--- config.mk ---
export PLATFORM = sky130hd
export DESIGN_NAME = pvc_xlate
export DESIGN_NICKNAME = d
export VERILOG_FILES = /design/src/rtl/pvc_xlate.sv
export SDC_FILE = /design/constraint.sdc
export NUM_CORES = 2
export LEC_CHECK = 0
export ABC_AREA = 0
export BUFFER_PORTS_ARGS = -buffer_cell sky130_fd_sc_hd__buf_2
export CAP_MARGIN = 10
export CORE_MARGIN = 5
export CORE_UTILIZATION = 57
export CTS_BUF_LIST = sky130_fd_sc_hd__clkbuf_4 sky130_fd_sc_hd__clkbuf_8 sky130_fd_sc_hd__clkbuf_16
export DETAILED_ROUTE_END_ITERATION = 7
export PLACE_DENSITY_LB_ADDON = 0.12
export SLEW_MARGIN = 10
export SYNTH_ARGS = -nofsm -noshare
export SYNTH_HDL_FRONTEND = slang
export SYNTH_SLANG_ARGS = --single-unit
export TNS_END_PERCENT = 50
--- constraint.sdc ---
create_clock -name clk -period 3.65 [get_ports clk]
set_clock_uncertainty 0.2 [all_clocks]
set_input_delay 0.1825 -clock clk [delete_from_list [all_inputs] [get_ports clk]]
set_output_delay 0.1825 -clock clk [all_outputs]
set_load 0.005 [all_outputs]
--- src/rtl/pvc_xlate.sv ---
module pvc_xlate #(
  parameter int ENTRIES = 16,
  parameter int ADDR_W  = $clog2(ENTRIES),
  parameter int PHY_W   = 4,
  parameter int VPI_MAX = 32,
  parameter int VCI_MAX = 255,
  parameter int CNT_W   = 16
) (
  input  logic             clk,
  input  logic             rst_n,
  input  logic             in_valid,
  input  logic             in_sop,
  input  logic             in_up,
  input  logic [PHY_W-1:0] in_phy,
  input  logic [15:0]      in_data,
  output logic             out_valid,
  output logic             out_sop,
  output logic             out_up,
  output logic [PHY_W-1:0] out_phy,
  output logic [15:0]      out_data,
  input  logic             cfg_we,
  input  logic             cfg_up,
  input  logic [ADDR_W-1:0] cfg_addr,
  input  logic             cfg_en,
  input  logic [PHY_W-1:0] cfg_phy,
  input  logic [7:0]       cfg_vpi,
  input  logic [15:0]      cfg_vci,
  input  logic [7:0]       cfg_nvpi,
  input  logic [15:0]      cfg_nvci,
  output logic [CNT_W-1:0] miss_count
);

  logic [ENTRIES-1:0] dn_en, up_en;
  logic [PHY_W-1:0]   dn_phy [ENTRIES];
  logic [PHY_W-1:0]   up_phy [ENTRIES];
  logic [7:0]         dn_vpi [ENTRIES];
  logic [7:0]         up_vpi [ENTRIES];
  logic [15:0]        dn_vci [ENTRIES];
  logic [15:0]        up_vci [ENTRIES];
  logic [7:0]         dn_nvpi [ENTRIES];
  logic [7:0]         up_nvpi [ENTRIES];
  logic [15:0]        dn_nvci [ENTRIES];
  logic [15:0]        up_nvci [ENTRIES];

  always_ff @(posedge clk or negedge rst_n)
    if (!rst_n) begin
      dn_en <= '0;
      up_en <= '0;
    end else if (cfg_we) begin
      if (cfg_up) up_en[cfg_addr] <= cfg_en;
      else        dn_en[cfg_addr] <= cfg_en;
    end

  always_ff @(posedge clk)
    if (cfg_we) begin
      if (cfg_up) begin
        up_phy[cfg_addr]  <= cfg_phy;
        up_vpi[cfg_addr]  <= cfg_vpi;
        up_vci[cfg_addr]  <= cfg_vci;
        up_nvpi[cfg_addr] <= cfg_nvpi;
        up_nvci[cfg_addr] <= cfg_nvci;
      end else begin
        dn_phy[cfg_addr]  <= cfg_phy;
        dn_vpi[cfg_addr]  <= cfg_vpi;
        dn_vci[cfg_addr]  <= cfg_vci;
        dn_nvpi[cfg_addr] <= cfg_nvpi;
        dn_nvci[cfg_addr] <= cfg_nvci;
      end
    end

  // stage 1 holds the previous word; lookup when it is word 0 and word 1 is at the input
  logic             s1_v, s1_sop, s1_up, s1_w1;
  logic [PHY_W-1:0] s1_phy;
  logic [15:0]      s1_d;

  always_ff @(posedge clk or negedge rst_n)
    if (!rst_n) begin
      s1_v   <= 1'b0;
      s1_sop <= 1'b0;
      s1_w1  <= 1'b0;
    end else begin
      s1_v   <= in_valid;
      s1_sop <= in_valid & in_sop;
      s1_w1  <= s1_v & s1_sop;
    end

  always_ff @(posedge clk) begin
    s1_up  <= in_up;
    s1_phy <= in_phy;
    s1_d   <= in_data;
  end

  wire        look     = s1_v & s1_sop;
  wire [7:0]  key_vpi  = s1_d[11:4];
  wire [15:0] key_vci  = {s1_d[3:0], in_data[15:4]};
  wire        in_range = (key_vpi <= 8'(VPI_MAX)) && (key_vci <= 16'(VCI_MAX));

  logic [ENTRIES-1:0] dn_m, up_m;
  for (genvar i = 0; i < ENTRIES; i++) begin : g_cmp
    assign dn_m[i] = dn_en[i] && dn_vpi[i] == key_vpi && dn_vci[i] == key_vci;
    assign up_m[i] = up_en[i] && up_phy[i] == s1_phy &&
                     up_vpi[i] == key_vpi && up_vci[i] == key_vci;
  end

  logic [ADDR_W-1:0] dn_sel, up_sel;
  always_comb begin
    dn_sel = '0;
    up_sel = '0;
    for (int i = ENTRIES - 1; i >= 0; i--) begin
      if (dn_m[i]) dn_sel = ADDR_W'(i);
      if (up_m[i]) up_sel = ADDR_W'(i);
    end
  end

  wire             hit  = in_range & (s1_up ? |up_m : |dn_m);
  wire [7:0]       nvpi = s1_up ? up_nvpi[up_sel] : dn_nvpi[dn_sel];
  wire [15:0]      nvci = s1_up ? up_nvci[up_sel] : dn_nvci[dn_sel];
  wire [PHY_W-1:0] dst  = s1_up ? '0 : dn_phy[dn_sel];

  logic             cur_hit;
  logic [PHY_W-1:0] cur_phy;
  logic [11:0]      cur_vci_lo;

  always_ff @(posedge clk or negedge rst_n)
    if (!rst_n) begin
      cur_hit    <= 1'b0;
      cur_phy    <= '0;
      cur_vci_lo <= '0;
      miss_count <= '0;
    end else if (look) begin
      cur_hit    <= hit;
      cur_phy    <= dst;
      cur_vci_lo <= nvci[11:0];
      if (!hit && miss_count != '1) miss_count <= miss_count + 1'b1;
    end

  always_ff @(posedge clk or negedge rst_n)
    if (!rst_n) begin
      out_valid <= 1'b0;
      out_sop   <= 1'b0;
      out_up    <= 1'b0;
      out_phy   <= '0;
      out_data  <= '0;
    end else begin
      out_valid <= s1_v & (look ? hit : cur_hit);
      out_sop   <= look & hit;
      out_up    <= s1_up;
      out_phy   <= look ? dst : cur_phy;
      if (look)       out_data <= {s1_d[15:12], nvpi, nvci[15:12]};
      else if (s1_w1) out_data <= {cur_vci_lo, s1_d[3:0]};
      else            out_data <= s1_d;
    end

endmodule

==> out/qor.txt <==
Final Setup Violations = 31
Worst-path clk slew = 0.06 ns
IO Count = 123
pre-CTS WS = -1.26 ns
DR vias = 48,600
drt first pass iters = 6
die width = 371 um
Post-Syn Instances = 4,677
WHS = 0.102 ns
# placed instances = 7,131
worst-margin pin slew = 1.31 ns
Detailed Route Iter0 Violations = 6,867
Synth Cell Area = 74,300 um2
period utilization = 117%
share of Yosys cell area claimed by the top area cell type = 67.2%
Most used DFF post-synth = edfxtp_1
most frequent cell after synthesis = edfxtp_1
peak supply drop = 0.547 mV
worst reg2reg startpoint = dn_vci[13][1]
CTS sink cnt = 1,772
Slew headroom = 12.4%
Worst Hold Class = in -> reg
layout cells sized above 1 = 30.2%
first-pass GRT wire length = 340,000 um
final worst slack = -0.618 ns
Synth area leader = edfxtp_1
synth unique cells = 85
Most Crowded Layer GR = met2
num rows = 132
largest cells by area after synthesis = edfxtp_1 (67%), xnor2_1 (6.3%), mux2i_1 (4.4%)
HPWL Detailed = 151,000 um
grt met3 use = 7.30%
die height = 371 um
# nets final = 5,841
DR DRC count = 0
Leakage = 33.4 nW
final core utilization = 72.2%
largest net degree at the start of global routing = 54
startpoint types = flip-flop
worst r2r dst = out_data[11]
Async SR Flop Fraction = 4.91%
Reg2Reg Depth = 17
critical path peak fanout = 5
number of global-route vias before repair = 48,000
Final GP Congestion = 0.931
max-cap violation count = 0
GRT overflow = 0
number of antenna violations at the first check in global routing = 8
fin cells = 7,654
Post-synth top cells = edfxtp_1 (1,664), xnor2_1 (532), mux2i_1 (327)
Total Power = 0.0448 W
CP Launch Point = dn_vci[13][1]
WHS Path Cells = 3
Seq cells post-synth = 1,772
Max clock buf depth = 3
Setup CP Type = reg -> reg
IO Port Bufs = 122
met2 GRT Util = 53.0%
Post-Syn Nets = 4,762
Global Route Usage Sum = 34.8%
PD cells = 479 nW/um2
CTS root buffer = clkbuf_16
TritonCTS clock tree = done
CTS Buf Count = 177
Post-synth EDFFs = 1,664
n_diodes = 0
CP endpoint = out_data[11]
CP required = 4.20 ns
full die area = 138,000 um2
Slew Viols, Final = 0
Via density = 6.35
final hold violation count = 0
antenna-violating nets left = 0
failing checks = negative setup slack
Post-Route WL = 241,000 um
Seq/Total Area, Yosys = 70.7%
filler cell count = 8,221
Starting Density = 57.4%
Core Box Area = 129,000 um2
Crit path arrival time = 4.81 ns
achievable frequency = 0.234 GHz
syn_area_per_cell = 15.9 um2
synth warn = 0
Area Overhead vs Synth = 25.9%
worst skew pair latency = 0.82 ns
M1 GR Usage = 50.3%
CP endpoint kind = flip-flop
wire length per cell = 31.5 um
post-layout min period = 4.27 ns
Reg2Reg Setup Slack = -0.62 ns
status = finished with violations
RSZ-0062 raised after global routing = yes
H-tree depth = 4
## layout make-up
class	count	area (um2)	area share [%]
Inverter	18	71.3	0.0762
Sequential cell	1772	52600	56.2
Tap cell	1742	2180	2.33
Clock inverter	87	850	0.908
Clock buffer	248	5220	5.58
Timing Repair Buffer	1117	10200	10.9
Multi-Input combinational cell	2670	22400	24.0
## metrics by stage
step           area, um2  TNS [ns]
4_1_cts            92800    -12.76
2_1_floorplan      74300     -2.51
6_report           93500    -13.88
5_1_grt            93500    -17.92
3_5_place_dp       83400    -27.55
3_3_place_gp       83400    -26.09
## how the worst min path moves through the flow
stage	endpoint	from	slack, ns
after floorplan	cur_hit	rst_n	-0.31
after global placement	s1_phy[2]	in_phy[2]	0.09
after detailed placement	s1_d[3]	in_data[3]	0.09
after CTS	up_vci[0][8]	cfg_we	0.009
after global routing	up_vci[0][11]	cfg_we	0.08
final	up_vci[0][11]	cfg_we	0.10
## cells in the final DEF, fill, tap and decap left out, types with 29 or more instances in the layout
cell type / instances
clkbuf_16: 184
edfxtp_1: 1664
nor3_1: 29
mux2_2: 104
clkbuf_4: 41
a21oi_1: 41
mux2i_1: 300
nand3_1: 61
buf_6: 44
xnor2_1: 508
buf_12: 112
buf_2: 121
buf_4: 727
nor4_1: 131
clkinv_2: 36
nor2_4: 34
nand2_1: 180
nand4_1: 251
nor2_1: 71
xor2_1: 309
dfrtp_1: 87
dlygate4sd3_1: 91
## cells by family (layout without fill, tap and decap cells)
logic type	count (synthesis)	after routing	synth area share, %
adders and majority gates	1	1	0.0168
muxes	438	438	6.09
xor gates and xnor gates	846	846	10.0
and+or+nand+nor	1027	1027	7.75
AOI/OAI and AO/OA	358	358	3.63
buffers and inverters	235	1470	1.77
DFF	1772	1772	70.7
## routing by layer
metal,wire [um],up-vias
met3,29600,532
met2,108000,3222
met5,30,-
met1,93700,24600
met4,9930,4
li1,-,20200
## repair_timing
| item | in CTS | in global routing |
|---|---|---|
| hold buffers | 92 | 0 |
| setup buffers | 74 | 20 |
| pin swaps | 112 | 64 |
| gates resized for setup | 298 | 129 |
| hold endpoints to repair | 1445 | 0 |
| endpoints found under the setup margin | 45 | 47 |
| gates cloned | 10 | 1 |
## critical path, stage by stage, from the launching register on
cell and delay [ns]:
edfxtp_1 0.54, xor2_4 0.24, or4_4 0.46, nor4_4 0.15, nand4_1 0.19, a311o_1 0.43
a311oi_2 0.24, buf_4 0.17, a21oi_4 0.03, buf_12 0.14, bufbuf_16 0.26, buf_4 0.14
buf_12 0.12, buf_4 0.15, mux2i_1 0.14, a221oi_2 0.29, buf_4 0.15, o211a_1 0.13
## flip-flops by register name, indices dropped and copies added (netlist names), 4 cells and up
register	cells
up_nvci	256
miss_count	16
up_vpi	128
dn_phy	64
dn_nvpi	128
dn_vpi	128
dn_vci	256
up_phy	64
dn_en	16
s1_d	16
up_vci	256
up_nvpi	128
cur_vci_lo	12
dn_nvci	256
up_en	16
s1_phy	4
out_phy	4
out_data	16
## report_power, final
group,internal [W],switching (W)
Clock,0.0110,0.00783
Sequential,0.0226,0.000244
Combinational,0.00117,0.00194
Total,0.0348,0.0100
No activity file was read; power rests on OpenSTA's default activity.
